## config.mk

```make
export PLATFORM = sky130hd
export DESIGN_NAME = dual_phase_divider
export DESIGN_NICKNAME = d
export VERILOG_FILES = /design/src/rtl/dpd_pkg.sv /design/src/rtl/dpd_prescaler.sv /design/src/rtl/dpd_post_counter.sv /design/src/rtl/dpd_phase_out.sv /design/src/rtl/dual_phase_divider.sv
export SDC_FILE = /design/constraint.sdc
export NUM_CORES = 1
export LEC_CHECK = 0
export BUFFER_PORTS_ARGS = -buffer_cell sky130_fd_sc_hd__buf_2
export CORE_ASPECT_RATIO = 0.8
export CORE_MARGIN = 8
export CORE_UTILIZATION = 47
export CTS_CLUSTER_SIZE = 14
export DETAILED_ROUTE_END_ITERATION = 8
export GPL_ROUTABILITY_DRIVEN = 0
export GPL_TIMING_DRIVEN = 1
export HOLD_SLACK_MARGIN = 0.02
export PLACE_DENSITY = 0.67
export RECOVER_POWER = 100
export SLEW_MARGIN = 5
export SYNTH_ARGS = -nofsm -noshare
export SYNTH_HDL_FRONTEND = slang
export SYNTH_HIERARCHICAL = 1
export SYNTH_SLANG_ARGS = --single-unit
```

## constraint.sdc

```tcl
create_clock -name clk -period 3.4 [get_ports clk]
set_clock_uncertainty 0.05 [all_clocks]
set_input_delay 0 -clock clk [delete_from_list [all_inputs] [get_ports clk]]
set_output_delay 0 -clock clk [all_outputs]
set_load 0.02 [all_outputs]
```

## src/rtl/dpd_pkg.sv

```systemverilog
package dpd_pkg;
    typedef enum logic {
        ST_COUNT = 1'b0,
        ST_LAST  = 1'b1
    } pre_state_e;
endpackage

```

## src/rtl/dpd_prescaler.sv

```systemverilog
module dpd_prescaler
    import dpd_pkg::*;
#(
    parameter int PRE_W = 8
) (
    input  logic             clk,
    input  logic             rst,
    input  logic [PRE_W-1:0] code_i,
    output logic             wrap_o,
    output logic [PRE_W-1:0] cnt_o,
    output logic [PRE_W-1:0] last_o
);
    localparam logic [PRE_W-1:0] ONE = PRE_W'(1);

    pre_state_e       state_q, state_d;
    logic [PRE_W-1:0] cnt_q, cnt_d;
    logic [PRE_W-1:0] last_q, last_d;
    logic [PRE_W-1:0] code_last;

    // code 0 -> full range, code 1 clamped to a ratio of 2, else code-1
    always_comb begin
        if (code_i == '0)
            code_last = '1;
        else if (code_i == ONE)
            code_last = ONE;
        else
            code_last = code_i - ONE;
    end

    always_comb begin
        state_d = state_q;
        cnt_d   = cnt_q;
        last_d  = last_q;
        unique case (state_q)
            ST_COUNT: begin
                cnt_d = cnt_q + ONE;
                if (cnt_q == last_q - ONE)
                    state_d = ST_LAST;       // COUNT_TO_LAST
            end
            ST_LAST: begin
                cnt_d   = '0;
                last_d  = code_last;          // capture only at the wrap
                state_d = ST_COUNT;           // LAST_TO_COUNT
            end
        endcase
    end

    always_ff @(posedge clk) begin
        if (rst) begin
            state_q <= ST_COUNT;              // ANY_TO_COUNT
            cnt_q   <= '0;
            last_q  <= code_last;
        end else begin
            state_q <= state_d;
            cnt_q   <= cnt_d;
            last_q  <= last_d;
        end
    end

    always_comb begin
        wrap_o = (state_q == ST_LAST);
        cnt_o  = cnt_q;
        last_o = last_q;
    end
endmodule

```

## src/rtl/dpd_post_counter.sv

```systemverilog
module dpd_post_counter #(
    parameter int CNT_W = 4
) (
    input  logic             clk,
    input  logic             rst,
    input  logic             adv_i,
    output logic [CNT_W-1:0] nxt_o
);
    logic [CNT_W-1:0] cnt_q;

    always_comb nxt_o = adv_i ? cnt_q + CNT_W'(1) : cnt_q;

    always_ff @(posedge clk) begin
        if (rst) cnt_q <= '0;
        else     cnt_q <= nxt_o;
    end
endmodule

```

## src/rtl/dpd_phase_out.sv

```systemverilog
module dpd_phase_out #(
    parameter int SEL_W         = 2,
    parameter int CNT_W         = 4,
    parameter int BIT_OFS       = 0,
    parameter bit PULSE_AT_ZERO = 1'b0
) (
    input  logic             clk,
    input  logic             rst,
    input  logic             wrap_i,
    input  logic [SEL_W-1:0] sel_i,
    input  logic [CNT_W-1:0] cnt_nxt_i,
    output logic             out_p_o,
    output logic             out_n_o
);
    localparam int IDX_W = $clog2(CNT_W);

    logic [IDX_W-1:0] idx;
    logic             lvl_d;
    logic             p_q, n_q;

    always_comb idx = IDX_W'(int'(sel_i) + BIT_OFS);

    generate
        if (PULSE_AT_ZERO) begin : g_pulse
            always_comb begin
                if (sel_i == '0) lvl_d = wrap_i;
                else             lvl_d = cnt_nxt_i[idx];
            end
        end else begin : g_square
            always_comb lvl_d = cnt_nxt_i[idx];
        end
    endgenerate

    // true and complement kept in separate registers
    always_ff @(posedge clk) begin
        if (rst) begin
            p_q <= 1'b0;
            n_q <= 1'b1;
        end else begin
            p_q <= lvl_d;
            n_q <= ~lvl_d;
        end
    end

    always_comb begin
        out_p_o = p_q;
        out_n_o = n_q;
    end
endmodule

```

## src/rtl/dual_phase_divider.sv

```systemverilog
module dual_phase_divider
    import dpd_pkg::*;
#(
    parameter int PRE_W = 8,
    parameter int SEL_W = 2
) (
    input  logic             clk,
    input  logic             rst,
    input  logic [PRE_W-1:0] pre_code,
    input  logic [SEL_W-1:0] ph1_code,
    input  logic [SEL_W-1:0] ph2_code,
    output logic             ph1_o,
    output logic             ph1_n_o,
    output logic             ph2_o,
    output logic             ph2_n_o,
    output logic             thru_o
);
    localparam int CNT_W = 2 ** SEL_W;

    logic             pre_wrap;
    logic [PRE_W-1:0] pre_cnt;
    logic [PRE_W-1:0] pre_last;
    logic [CNT_W-1:0] pc_nxt;
    logic [SEL_W-1:0] sel1_q, sel2_q;
    logic [SEL_W-1:0] sel1_eff, sel2_eff;

    dpd_prescaler #(.PRE_W(PRE_W)) u_pre (
        .clk    (clk),
        .rst    (rst),
        .code_i (pre_code),
        .wrap_o (pre_wrap),
        .cnt_o  (pre_cnt),
        .last_o (pre_last)
    );

    dpd_post_counter #(.CNT_W(CNT_W)) u_post (
        .clk   (clk),
        .rst   (rst),
        .adv_i (pre_wrap),
        .nxt_o (pc_nxt)
    );

    // selection in force from the next edge on
    always_comb begin
        sel1_eff = pre_wrap ? ph1_code : sel1_q;
        sel2_eff = pre_wrap ? ph2_code : sel2_q;
    end

    always_ff @(posedge clk) begin
        if (rst) begin
            sel1_q <= ph1_code;
            sel2_q <= ph2_code;
        end else begin
            sel1_q <= sel1_eff;
            sel2_q <= sel2_eff;
        end
    end

    dpd_phase_out #(
        .SEL_W(SEL_W), .CNT_W(CNT_W), .BIT_OFS(-1), .PULSE_AT_ZERO(1'b1)
    ) u_ph1 (
        .clk       (clk),
        .rst       (rst),
        .wrap_i    (pre_wrap),
        .sel_i     (sel1_eff),
        .cnt_nxt_i (pc_nxt),
        .out_p_o   (ph1_o),
        .out_n_o   (ph1_n_o)
    );

    dpd_phase_out #(
        .SEL_W(SEL_W), .CNT_W(CNT_W), .BIT_OFS(0), .PULSE_AT_ZERO(1'b0)
    ) u_ph2 (
        .clk       (clk),
        .rst       (rst),
        .wrap_i    (pre_wrap),
        .sel_i     (sel2_eff),
        .cnt_nxt_i (pc_nxt),
        .out_p_o   (ph2_o),
        .out_n_o   (ph2_n_o)
    );

    always_comb thru_o = clk;
endmodule

```

==> impl_metrics.json <==
{
  "final_util_pct": 57.8,
  "hold_path_end": "u_pre/last_o[4]",
  "ys_ff_latch": 29,
  "fillerInstances": 325,
  "r2r_setup_slack_ps": 1310,
  "initial_utilization_pct": 48.4,
  "grt_pass1_wl_microns": 5200,
  "synth-seq-area-share_pct": 40.4,
  "worst_pin_slew_ps": 1010,
  "routedWlPerCell_microns": 13.3,
  "clk_latency_ps": 380,
  "r2r_start": "u_pre/wrap_o",
  "grt_max_degree": 18,
  "port_buffers": 18,
  "p_leak_uw": 0.000791,
  "arrival_ps": 2080,
  "dr.first_iter.drc_count": 55,
  "grt_pass1_vias": 1224,
  "hold_path.class": "primary input to flip-flop",
  "path_class": "clock port to output port",
  "rows": 19,
  "grt_usage_pct": 12.5,
  "layout-drive-gt1-share_pct": 18.1,
  "rsz0062_at_grt": "no",
  "drt_pass1_iterations": 4,
  "placedCellCount": 213,
  "cts.clk_slew.worst_paths_ps": 60,
  "vdd_drop_max_mv": 0.291,
  "dr_total_vias": 1220,
  "required_ps": 3350,
  "num_io_pins": 19,
  "final_cells": 235,
  "drc_errors": 0,
  "total_power_uw": 882,
  "seqCellArea_sq_um": 661,
  "slew_headroom_pct": 32.9,
  "min_path_cells": 3,
  "dieArea_sq_um": 5630,
  "antenna_found_initial": 0,
  "post-dp-hpwl_microns": 2230,
  "syn-num-nets": 177,
  "chipHeight_microns": 68.8,
  "syn_area_sq_um": 1640,
  "maxCapViolations": 0,
  "coreArea_sq_um": 3380,
  "wirelength_microns": 3130,
  "cp-start-kind": "clock port",
  "cts_tree": "done",
  "reg2reg_to": "u_ph1/out_p_o",
  "fp.dieW_microns": 82.0,
  "synthDistinctLibCells": 44,
  "syn_avg_cell_area_sq_um": 10.5,
  "endpoint_kind": "output port",
  "setup_tns_ps": 0,
  "reg2regPathDepth": 5,
  "status": "complete, no violations",
  "grt-ovfl-total": 0,
  "hold_viol": 0,
  "hp-start": "pre_code[4]",
  "power.density_nw_per_um2": 452,
  "avgViaCountPerCell": 5.19,
  "ys_warn_count": 6,
  "report.final.slew_viol_count": 0,
  "n_antenna_cell": 0,
  "synthCells": 156,
  "area_delta_synth_final_pct": 19.4,
  "ant_nets": 0,
  "layout.nets": 213,
  "multi_input_area_sq_um": 888,
  "holdWs_ps": 57.7,
  "setup_violations": 0,
  "crit_fanout": 2
}
-- how the worst max path moves through the flow --
stage | startpoint | to | slack [ps] | depth (start not counted)
after floorplan | u_pre/wrap_o | u_ph1/out_p_o | 1410 | 5
after global placement | u_pre/wrap_o | u_ph1/out_p_o | 1350 | 5
after detailed placement | u_pre/wrap_o | u_ph1/out_p_o | 1270 | 5
after CTS | u_pre/wrap_o | u_ph1/out_p_o | 1260 | 5
after global routing | u_pre/wrap_o | u_pre/wrap_o | 1150 | 4
final | clk | thru_o | 1270 | 3
-- report_power, final --
part           switching (uW)  internal (uW)  leakage, uW
combinational            43.8           51.9     0.000473
sequential               14.9            372     0.000250
clock                     155            244    0.0000683
-- final cells by class --
class	instances	share of cell area [%]
inverters	7	1.35
multi-input cells	117	45.5
repair buffers	28	9.68
flip-flops and latches	29	33.8
clock buffers	12	6.92
well taps	42	2.69
-- worst max-delay path, cell delays in order --
cell	delay, ps
clkbuf_8	110
clkbuf_8	120
clkbuf_1	160
-- cells by family after synthesis --
kind of cell / synth area share, %
and+or+nand+nor: 20.0
buffers and inverters: 2.60
adders and majority gates: 5.36
xor gates and xnor gates: 12.9
DFF: 40.4
AOI/OAI and AO/OA: 8.03
muxes: 10.8
-- registers in the layout, indices dropped and copies added, names as in the netlist --
register	cells
sel1_q	2
u_pre/wrap_o	1
u_ph2/out_n_o	1
u_ph1/out_p_o	1
u_ph2/out_p_o	1
sel2_q	2
u_pre/last_o	8
u_ph1/out_n_o	1
u_post/cnt_q	4
u_pre/cnt_o	8
-- repair_timing --
item,4_1_cts,5_1_grt
hold endpoints to repair,15,0
hold buffers,11,0
setup endpoints to repair,0,0
resized for setup,0,0
setup buffers,0,0
-- synthesized netlist by cell type, drive strengths merged --
library cell	n	area (sq um)
a21oi	3	15.0
nand2	5	18.8
a41oi	1	8.76
a221oi	1	8.76
a211oi	2	15.0
and3b	1	8.76
nor4	2	18.8
nor2	13	56.3
buf	2	12.5
nand3b	2	15.0
a21bo	1	10.0
nor3b	2	15.0
mux2	12	154
mux4	1	22.5
and3	3	18.8
and2	1	8.76
ha	7	87.6
edfxtp	8	240
dfxtp	21	420
a221o	1	10.0
nor2b	5	41.3
inv	7	26.3
o31a	1	8.76
xnor2	15	131
nand4	1	12.5
o211ai	1	7.51
and4b	1	10.0
clkbuf	1	3.75
nand2b	4	25.0
nor3	6	35.0
o21bai	1	7.51
nand3	5	25.0
o21ai	8	40.0
or2	1	6.26
or4	1	11.3
xor2	9	78.8
-- metrics by stage --
stage | setup WS [ps] | cell area [sq um]
3_5_place_dp | 1270 | 1760
3_3_place_gp | 1350 | 1760
5_1_grt | 1150 | 1950
2_1_floorplan | 1410 | 1640
4_1_cts | 1260 | 2000
6_report | 1270 | 1950
-- routing by layer --
metal	share of wire (%)	wire [microns]	global-route usage, %	up-vias
li1	-	-	-	623
met1	47	1470	13.6	557
met2	47	1470	19.8	36
met3	4.9	155	5.44	4
met4	1.1	34	8.08	0
met5	0	0	0	-
-- cells in the final DEF (no fill, tap or decap), drive strengths merged, types with 8 or more instances in the layout --
master / count
buf: 12
clkbuf: 17
dfxtp: 21
dlygate4sd3: 11
edfxtp: 8
mux2: 12
nor2: 13
o21ai: 8
xnor2: 15
xor2: 9
Note: power is estimated with default switching activity, not from simulation.
